[src/rtl/spi_save_pkg.sv]
package spi_save_pkg;
    typedef enum logic [2:0] {
        ST_IDLE,
        ST_ADDR,
        ST_READ,
        ST_WRITE,
        ST_STATUS,
        ST_NOP
    } sv_state_e;

    localparam logic [7:0] OP_WRITE = 8'h02;
    localparam logic [7:0] OP_READ  = 8'h03;
    localparam logic [7:0] OP_WRDI  = 8'h04;
    localparam logic [7:0] OP_RDSR  = 8'h05;
    localparam logic [7:0] OP_WREN  = 8'h06;
    localparam logic [7:0] FILL     = 8'hFF;
endpackage

[src/rtl/spi_save_ram.sv]
module spi_save_ram
    import spi_save_pkg::*;
#(
    parameter int DEPTH = 256,
    localparam int AW   = $clog2(DEPTH)
) (
    input  logic          clk,
    input  logic          rst_n,
    input  logic          wr_en,
    input  logic [AW-1:0] addr,
    input  logic [7:0]    wdata,
    output logic [7:0]    rdata
);
    logic [7:0]       cells [DEPTH];
    logic [DEPTH-1:0] written;

    always_ff @(posedge clk or negedge rst_n) begin
        if (!rst_n)     written       <= '0;
        else if (wr_en) written[addr] <= 1'b1;
    end

    always_ff @(posedge clk) begin
        if (wr_en) cells[addr] <= wdata;
    end

    assign rdata = written[addr] ? cells[addr] : FILL;

    // a stored byte is readable at the same address on the next cycle
    p_store_visible_r5: assert property (@(posedge clk) disable iff (!rst_n)
        wr_en |=> (addr != $past(addr) || rdata == $past(wdata)));
endmodule

[src/rtl/spi_save_ctrl.sv]
module spi_save_ctrl
    import spi_save_pkg::*;
#(
    parameter int ADDR_BYTES = 2,
    parameter int AW         = 8,
    localparam int ACC_W     = 8 * ADDR_BYTES
) (
    input  logic          clk,
    input  logic          rst_n,
    input  logic          sel,
    input  logic          hold,
    input  logic          byte_valid,
    input  logic [7:0]    byte_in,
    input  logic [7:0]    mem_rdata,
    output logic          mem_we,
    output logic [AW-1:0] mem_addr,
    output logic [7:0]    mem_wdata,
    output logic [7:0]    byte_out,
    output logic          byte_done
);
    sv_state_e        state, state_n;
    logic [7:0]       cmd, cmd_n, cmd_eff, tx_n;
    logic [ACC_W-1:0] acc, acc_n;
    logic [1:0]       cnt, cnt_n;
    logic             wel, wel_n, take;

    assign take      = sel && byte_valid;
    assign cmd_eff   = (state == ST_IDLE) ? byte_in : cmd;
    assign mem_addr  = acc[AW-1:0];
    assign mem_wdata = byte_in;

    always_comb begin
        state_n = state;
        cmd_n   = cmd;
        acc_n   = acc;
        cnt_n   = cnt;
        wel_n   = wel;
        tx_n    = FILL;
        mem_we  = 1'b0;
        if (!sel) begin
            state_n = ST_IDLE;
            if (state != ST_IDLE && cmd == OP_WRITE) wel_n = 1'b0;
        end else if (take) begin
            unique case (state)
                ST_IDLE: begin
                    cmd_n = byte_in;
                    acc_n = '0;
                    cnt_n = 2'(ADDR_BYTES);
                    case (byte_in)
                        OP_READ, OP_WRITE: state_n = ST_ADDR;
                        OP_RDSR:           state_n = ST_STATUS;
                        OP_WREN: begin wel_n = 1'b1; state_n = ST_NOP; end
                        OP_WRDI: begin wel_n = 1'b0; state_n = ST_NOP; end
                        default:           state_n = ST_NOP;
                    endcase
                end
                ST_ADDR: begin
                    acc_n = {acc[ACC_W-9:0], byte_in};
                    cnt_n = cnt - 2'd1;
                    if (cnt == 2'd1) state_n = (cmd == OP_READ) ? ST_READ : ST_WRITE;
                end
                ST_READ: begin
                    tx_n  = mem_rdata;
                    acc_n = acc + 1'b1;
                end
                ST_WRITE: begin
                    mem_we = wel;
                    acc_n  = acc + 1'b1;
                end
                ST_STATUS: tx_n = {6'b0, wel, 1'b0};
                ST_NOP:    tx_n = FILL;
                default:   state_n = ST_IDLE;
            endcase
            if (!hold) begin
                state_n = ST_IDLE;
                if (cmd_eff == OP_WRITE) wel_n = 1'b0;
            end
        end
    end

    always_ff @(posedge clk or negedge rst_n) begin
        if (!rst_n) begin
            state <= ST_IDLE;
            cmd   <= '0;
            acc   <= '0;
            cnt   <= '0;
            wel   <= 1'b0;
        end else begin
            state <= state_n;
            cmd   <= cmd_n;
            acc   <= acc_n;
            cnt   <= cnt_n;
            wel   <= wel_n;
        end
    end

    always_ff @(posedge clk or negedge rst_n) begin
        if (!rst_n) begin
            byte_out  <= FILL;
            byte_done <= 1'b0;
        end else begin
            byte_done <= take;
            if (take) byte_out <= tx_n;
        end
    end

    // strobe follows exactly the accepted bytes
    p_done_follows_r11: assert property (@(posedge clk) disable iff (!rst_n)
        take |=> byte_done);
    p_done_single_r10: assert property (@(posedge clk) disable iff (!rst_n)
        !take |=> !byte_done);
    // address bytes reply with fill
    p_addr_fill_r2: assert property (@(posedge clk) disable iff (!rst_n)
        (take && state == ST_ADDR) |=> byte_out == FILL);
    // write-phase bytes reply with fill
    p_write_fill_r5: assert property (@(posedge clk) disable iff (!rst_n)
        (take && state == ST_WRITE) |=> byte_out == FILL);
    // status reply carries only the latch bit
    p_status_shape_r3: assert property (@(posedge clk) disable iff (!rst_n)
        (take && state == ST_STATUS) |=> (byte_out & 8'hFD) == 8'h00);
    // releasing select during a write drops the latch
    p_wel_drop_r6: assert property (@(posedge clk) disable iff (!rst_n)
        (!sel && state != ST_IDLE && cmd == OP_WRITE) |=> !wel);
    // a byte without hold closes the command
    p_close_r9: assert property (@(posedge clk) disable iff (!rst_n)
        (take && !hold) |=> state == ST_IDLE);
endmodule

[src/rtl/spi_save_mem.sv]
module spi_save_mem
    import spi_save_pkg::*;
#(
    parameter int FLASH_MODE  = 0,
    parameter int MEM_DEPTH   = 256,
    localparam int ADDR_BYTES = (FLASH_MODE != 0) ? 3 : 2,
    localparam int AW         = $clog2(MEM_DEPTH)
) (
    input  logic       clk,
    input  logic       rst_n,
    input  logic       sel,
    input  logic       hold,
    input  logic       byte_valid,
    input  logic [7:0] byte_in,
    output logic [7:0] byte_out,
    output logic       byte_done
);
    logic          mem_we;
    logic [AW-1:0] mem_addr;
    logic [7:0]    mem_wdata, mem_rdata;

    spi_save_ctrl #(.ADDR_BYTES(ADDR_BYTES), .AW(AW)) u_ctrl (
        .clk(clk), .rst_n(rst_n), .sel(sel), .hold(hold),
        .byte_valid(byte_valid), .byte_in(byte_in),
        .mem_rdata(mem_rdata), .mem_we(mem_we), .mem_addr(mem_addr),
        .mem_wdata(mem_wdata), .byte_out(byte_out), .byte_done(byte_done)
    );

    spi_save_ram #(.DEPTH(MEM_DEPTH)) u_ram (
        .clk(clk), .rst_n(rst_n), .wr_en(mem_we), .addr(mem_addr),
        .wdata(mem_wdata), .rdata(mem_rdata)
    );
endmodule

[config.mk]
export PLATFORM = sky130hd
export DESIGN_NAME = spi_save_mem
export DESIGN_NICKNAME = d
export VERILOG_FILES = /design/src/rtl/spi_save_pkg.sv /design/src/rtl/spi_save_ram.sv /design/src/rtl/spi_save_ctrl.sv /design/src/rtl/spi_save_mem.sv
export SDC_FILE = /design/constraint.sdc
export NUM_CORES = 2
export LEC_CHECK = 0
export BUFFER_PORTS_ARGS = -buffer_cell sky130_fd_sc_hd__buf_4
export CAP_MARGIN = 10
export CORE_MARGIN = 2
export CORE_UTILIZATION = 55
export CTS_CLUSTER_DIAMETER = 60
export DETAILED_ROUTE_END_ITERATION = 12
export GPL_TIMING_DRIVEN = 0
export PLACE_DENSITY_LB_ADDON = 0.2
export SETUP_SLACK_MARGIN = 0.3
export SYNTH_ARGS = -nofsm -noshare
export SYNTH_HDL_FRONTEND = slang
export SYNTH_SLANG_ARGS = --single-unit
[constraint.sdc]
create_clock -name clk -period 4.3 [get_ports clk]
set_clock_uncertainty 0.1 [all_clocks]
set_input_delay 0.86 -clock clk [delete_from_list [all_inputs] [get_ports clk]]
set_output_delay 0.86 -clock clk [all_outputs]
set_load 0.01 [all_outputs]
======== After elaboration in Yosys (flattened, before gate mapping) ========
Memory sizes are Yosys's and may differ from the RTL's.
Cells that the tools add are included.
W data, S select, Z words.
storage, ports and cells
  bits in registers ....................... 295
  bits in writable memories ............... 2048
  bits of input ports ..................... 13
  output and inout bits ................... 9
  logic and storage cells ................. 76
  memories kept ........................... 1
cells by class
  add/sub/neg operators ................... 2
  order comparisons ....................... 2
  equality and inequality tests ........... 17
  mux-type cells .......................... 29
  bitwise logic cells ..................... 1
  reduce and logical (&&, ||, !) cells .... 16
memories
  name         depth  bits a word  read ports  clocked after memory_dff  write ports  RTL line            RTL
  u_ram.cells  256    8            1           0                         1            spi_save_ram.sv:14  logic [7:0] cells [DEPTH];
operators with widths
  operator                 number
  $or A256 B256 Y256       1
  $pmux W16 S3             1
  $eq A8 B2 Y1 const B     5
  $eq A8 B3 Y1 const B     3
  $mux W8                  3
  $add A16 B1 Y16 const B  1
  $pmux W8 S2              1
  $mux W1                  14
  $mux W3                  4
  $lt A8 B9 Y1 const B     1
  $pmux W3 S3              1
  $reduce_and A3 Y1        3
  $bmux W1 S8              1
  $demux W1 S8             1
  $ge A8 B1 Y1 const B     1
  $eq A3 B2 Y1 const B     2
  $eq A3 B3 Y1 const B     2
  $pmux W3 S2              1
  $reduce_bool A3 Y1       2
  $ne A4 B3 Y1 const B     1
  $pmux W2 S2              1
  $reduce_and A2 Y1        2
  $reduce_bool A2 Y1       2
  $reduce_or A2 Y1         2
  9 further kinds          11

======== Depth between registers and ports, before layout ========
  depth in word-level cells ............... 7
  mapped depth ............................ 14
  gate-level depth less buffers ........... 7

======== Hierarchy ========
From an unflattened synthesis, not the netlist that was laid out.
second synthesis, totals
  cell total of the unflattened synthesis .. 4374
  area, all modules ....................... 90061.4 µm²
modules (own cells, without submodules)
  module         times used  cells each  area each (µm²)  sequential area each (µm²)
  spi_save_ram   1           4198        88408.5          67905.1
  spi_save_ctrl  1           176         1652.8           785.8

======== Worst setup path before layout ========
OpenSTA, ideal clock, no wires.
  path type ............................... register to register
  start ................................... register u_ctrl.acc[1]
  end ..................................... register u_ram.written[109]
  library setup time ...................... 0.127 ns
  arrival ................................. 2.970 ns
  data required time ...................... 4.073 ns
  setup slack ............................. 1.103 ns
  cell stages (with the launch flop) ...... 14
  path buffers ............................ 8
  clock period less this slack ............ 3.197 ns
  cell sequence ........................... dfrtp_1 > buf_2 > buf_2 > buf_4 > buf_2 > buf_2 > buf_2 > buf_2 > inv_1 > ha_1 > nand2_1 > clkbuf_1 > nor2_1 > or2_2
on the way
  longest elaborated chain between the ends .. 5
  elaborated cells on any way between the ends .. 6
  those cells by class .................... 2 x order compare; 2 x mux; 1 x bitwise; 1 x reduce/logical
ends and longest elaborated chain
  element                                                             RTL line             RTL
  start: declaration                                                  spi_save_ctrl.sv:23  logic [ACC_W-1:0] acc, acc_n;
  start signal: assignment                                            spi_save_ctrl.sv:91  acc <= acc_n;
  $lt A8 B9 Y1 (implied by the code) or $ge A8 B1 Y1 (tied branches)  spi_save_ram.sv:19   else if (wr_en) written[addr] <= 1'b1;
  $logic_and A1 B1 Y1 (implied by the code)                           spi_save_ram.sv:19
  $mux W1 (implied by the code)                                       spi_save_ram.sv:19
  $demux W1 S8 (*)                                                    --
  $or A256 B256 Y256 (no line) (*)                                    --
  end signal: assignment                                              spi_save_ram.sv:18   if (!rst_n) written <= '0;
  end signal: indexed assignment                                      spi_save_ram.sv:19
  end: declaration                                                    spi_save_ram.sv:15   logic [DEPTH-1:0] written;
Every way passes the cells marked *; elsewhere a longest branch is shown, timed or not.
A chain may end at the register's enable or synchronous reset.

======== Worst setup path after layout ========
  start ................................... register u_ctrl.acc[1]
  end ..................................... register u_ctrl.byte_out[1]
on the way
  longest elaborated chain between the ends .. 5
  elaborated cells on any way between the ends .. 6
  those cells by class .................... 5 x mux; 1 x memory
ends and longest elaborated chain
  element                        RTL line              RTL
  $bmux W1 S8                    spi_save_ram.sv:26    assign rdata = written[addr] ? cells[addr] : FILL;
  $mux W1 (implied by the code)  spi_save_ram.sv:26
  $mux W8 (*)                    spi_save_ram.sv:26
  $pmux W8 S2 (*)                spi_save_ctrl.sv:44   unique case (state)
  $mux W8 (*)                    spi_save_ctrl.sv:40   if (!sel) begin
  end signal: assignment         spi_save_ctrl.sv:103  if (take) byte_out <= tx_n;
  end: declaration               spi_save_ctrl.sv:18   output logic [7:0] byte_out,
Every way passes the cells marked *; elsewhere a longest branch is shown, timed or not. The select of a mux whose other input is x is not followed.

==> summary.md <==
| Metric | Value |
|---|---|
| Status | `finished, violations left` |
| Failing checks | `setup timing` |
| Final WL | `247,000 um` |
| P_int | `39,300 uW` |
| Area of the multi-input gates | `0.0215 sq mm` |
| GR Util All Layers | `29.9%` |
| Largest net degree at the start of global routing | `149` |
| CP cell instances | `buf_6, buf_4, buf_4, buf_8, clkbuf_8, clkbuf_8, mux4_2, a22oi_1, nand3_1, nand4_1, o21ai_1, nor4b_4, o221ai_1` |
| Fin worst setup slack | `-51.3 ps` |
| Worst path required time | `4980 ps` |
| Share of cells above drive strength 1 | `37.0%` |
| Reg2Reg Capture Point | `u_ctrl.byte_out[1]` |
| Num ports | `22` |
| Flop pwr share | `47.1%` |
| Initial antenna violation count | `7` |
| Final Setup Violations | `31` |
| Max incr delay on CP | `530 ps` |
| WP buf/inv | `6` |
| Switching share of power | `25.3%` |
| Cells after Synth | `4,155` |
| Starting DRC count in detailed routing | `~6,700` |
| Die X | `between 400 and 500 um` |
| Routed Antenna Nets | `0` |
| DR pass1 iterations | `8` |
| Most common cell after layout, fill and taps aside | `edfxtp_1` |
| R2R setup slack | `-50 ps` |
| Slew Limit Fails | `0` |
| HPWL Detailed | `157,000 um` |
| Setup TNS | `-531 ps` |
| FF+latch area | `0.0687 sq mm` |
| Final instance area | `0.103 sq mm` |
| RSZ-0062 raised after global routing | `true` |
| Non-Filler Instances | `6,817` |
| Switching pwr | `13,300 uW` |
| Synthesized flop and latch total | `2,335` |
| Bufs on Longest Clock Path | `3` |
| Drt wl/cell | `36.2 um` |
| CTS root buf | `clkbuf_16` |
| Slew HR | `approximately 8.5%` |
| GP Congestion | `0.931` |
| Critical-path maximum fanout | `11` |
| Max-Cap Viols | `0` |
| Slowest-stage cell, CP | `nand4_1` |
| Worst skew pair latency | `880 ps` |
| Syn_nets | `4,173` |
| VDD IR-drop max | `0.524 mV` |
| Final #Nets | `4,451` |
| Post-synthesis sequential area ratio | `76.1%` |
| Starting Density | `between 50% and 60%` |
| Fmax | `230 MHz` |
| Post-synth top flop | `edfxtp_1` |
| Most frequent cells in the layout | `edfxtp_1, mux4_2, dfrtp_1, or2_2, clkbuf_16` |
| R2R depth | `13` |
| Power per standard cell area | `509 mW/mm^2` |
| RR Startpoint | `u_ctrl.acc[1]` |
| Final hold viol count | `0` |
| Avg Inst Size Synth | `21.7 sq um` |
| TritonCTS Buffers | `227` |
| Core area | `0.163 sq mm` |
| Static Leakage | `~0.034 uW` |
| Global-route wire length before repair | `around 350,000 um` |
| CP Class | `reg -> reg` |
| Worst-margin pin slew | `1370 ps` |
| Hold path startpoint | `sel` |
| Clk pwr share | `~40%` |
| EDFF count, synth | `2,048` |
| Port Buf Inserts | `21` |
| CTS tree | `yes` |
| Min-Delay Endpoint | `u_ctrl.wel` |
| Fillcell total | `10,900` |
| Crit path max-delay family | `buffers and inverters` |
| Die Span Y | `409 um` |
| WHS Path Cells | `4` |
| Critical Path Source Type | `flop` |
| DRC Markers | `0` |
| Synthesized area | `0.0903 sq mm` |
| H-tree depth | `4` |
| Clock sinks | `2,335` |
| Number of synthesis warnings | `0` |
| Hold crit path type | `in -> reg` |
| Period utilization | `101%` |
| Row cnt | `~150` |
| Vias | `45,300` |
| Dpl cells | `6,370` |
| Critical Path Sink Type | `flop` |
| Reg clk slew, reported paths | `70 ps` |
| Combinational share of power | `13.7%` |
| GRT overflow | `0` |
| Area grow syn2layout | `14.5%` |
| Ys async rst share | `about an eighth` |
| Unique masters post-synth | `46` |
| Die footprint | `between 0.15 and 0.2 sq mm` |
| CP arrival | `5040 ps` |
| Placed Area | `0.0937 sq mm` |
| Number of global-route vias before repair | `~45,000` |
| Vias per inst | `6.65` |
| Minimum clock period | `4350 ps` |
==> registers in the layout, indices dropped and copies added (netlist names) <==
signal,count
u_ctrl.state,3
u_ram.cells,2048
u_ctrl.cmd,8
u_ram.written,256
u_ctrl.cnt,2
u_ctrl.wel,1
u_ctrl.acc,8
u_ctrl.byte_done,1
u_ctrl.byte_out,8
==> Yosys cell counts, drive strengths merged (6+ instances only) <==
cell | count | share of area [%]
dfstp | 8 | 0.23
or2 | 258 | 1.8
mux2 | 9 | 0.11
o21ai | 31 | 0.17
nand2 | 54 | 0.22
edfxtp | 2048 | 68
buf | 99 | 0.63
a22o | 14 | 0.14
clkbuf | 133 | 0.55
or4b | 7 | 0.078
nand3 | 15 | 0.083
inv | 7 | 0.029
mux2i | 7 | 0.078
mux4 | 687 | 17
nor2 | 275 | 1.1
nor2b | 8 | 0.055
dfrtp | 279 | 7.7
a22oi | 98 | 0.82
nand2b | 6 | 0.042
a21oi | 52 | 0.29
o221a | 7 | 0.087
nor3 | 9 | 0.050
==> worst max-delay path by stage <==
stage                        from                   to  slack, ps  cells after the start
floorplan           u_ctrl.acc[1]   u_ram.written[109]       1100                     13
finish              u_ctrl.acc[1]   u_ctrl.byte_out[1]        -50                     13
global placement    u_ctrl.acc[3]  u_ram.cells[201][6]      -3370                      7
detailed placement  u_ctrl.acc[1]   u_ram.written[120]      -2370                     13
global route        u_ctrl.acc[0]   u_ctrl.byte_out[1]         10                     13
CTS                 u_ctrl.acc[0]   u_ctrl.byte_out[4]         30                      9
==> power groups by stage <==
stage	logic, uW	registers, uW	clock network [uW]
after CTS	7010	24800	20800
after floorplan	3610	25200	0
after global placement	6580	25300	0
after detailed placement	6720	25200	0
after global routing	7300	24800	21700
final	7200	24800	20700
==> worst min-delay path: cells and delay by family <==
kind	cells	cell delay (ps)
AO/OA/AOI/OAI	3	270
buffers and inverters	1	120
==> kinds of logic (layout without fill, tap and decap cells) <==
family	Yosys count	count (layout)	synth area share [%]
AO/OA/AOI/OAI	221	221	1.68
adder cells (fa/ha/maj)	5	5	0.0693
buffers and inverters	240	720	1.21
flip-flops	2335	2335	76.1
multiplexers	703	703	17.3
other	0	7	0
AND/OR/NAND/NOR	651	651	3.61
==> per-stage QoR <==
step | total power [uW] | util (%) | worst slack, ps | hold slack (ps)
finish | 52600 | 63.4 | -51.3 | 309
detailed placement | 32000 | 57.5 | -2370 | 348
floorplan | 28800 | - | 1100 | 334
global placement | 31900 | 57.2 | -3370 | 343
global route | 53700 | 63.4 | 14.7 | 335
CTS | 52600 | 63.2 | 34.1 | 273
==> cell type report <==
type                            count  share of cell area [%]
Antenna cell                        7                  0.0169
Buffer                            232                    1.77
Clock buffer                      306                    5.98
Clock inverter                    125                    1.59
Inverter                            8                  0.0291
Multi-Input combinational cell   1580                    20.8
Sequential cell                  2335                    66.5
Tap cell                         2175                    2.63
Timing Repair Buffer               49                   0.743
==> per-layer routing <==
| metal | vias to the layer above | part of all wire, % | GRT usage, % |
|---|---|---|---|
| met1 | 24200 | 37 | 40.5 |
| li1 | 17800 | - | - |
| met3 | 563 | 12 | 10.2 |
| met4 | 11 | 4.7 | 12.5 |
| met2 | 2750 | 46 | 44.7 |
| met5 | - | 0.18 | 1.64 |
==> timing repair <==
action / CTS / global route
endpoints found under the setup margin: 2317 / 1765
setup buffers: 5 / 3
hold buffers: 1 / 0
gates resized for setup: 409 / 135
endpoints found under the hold margin: 59 / 0
pin swaps: 7 / 6
(Power assumes the default switching activity.)
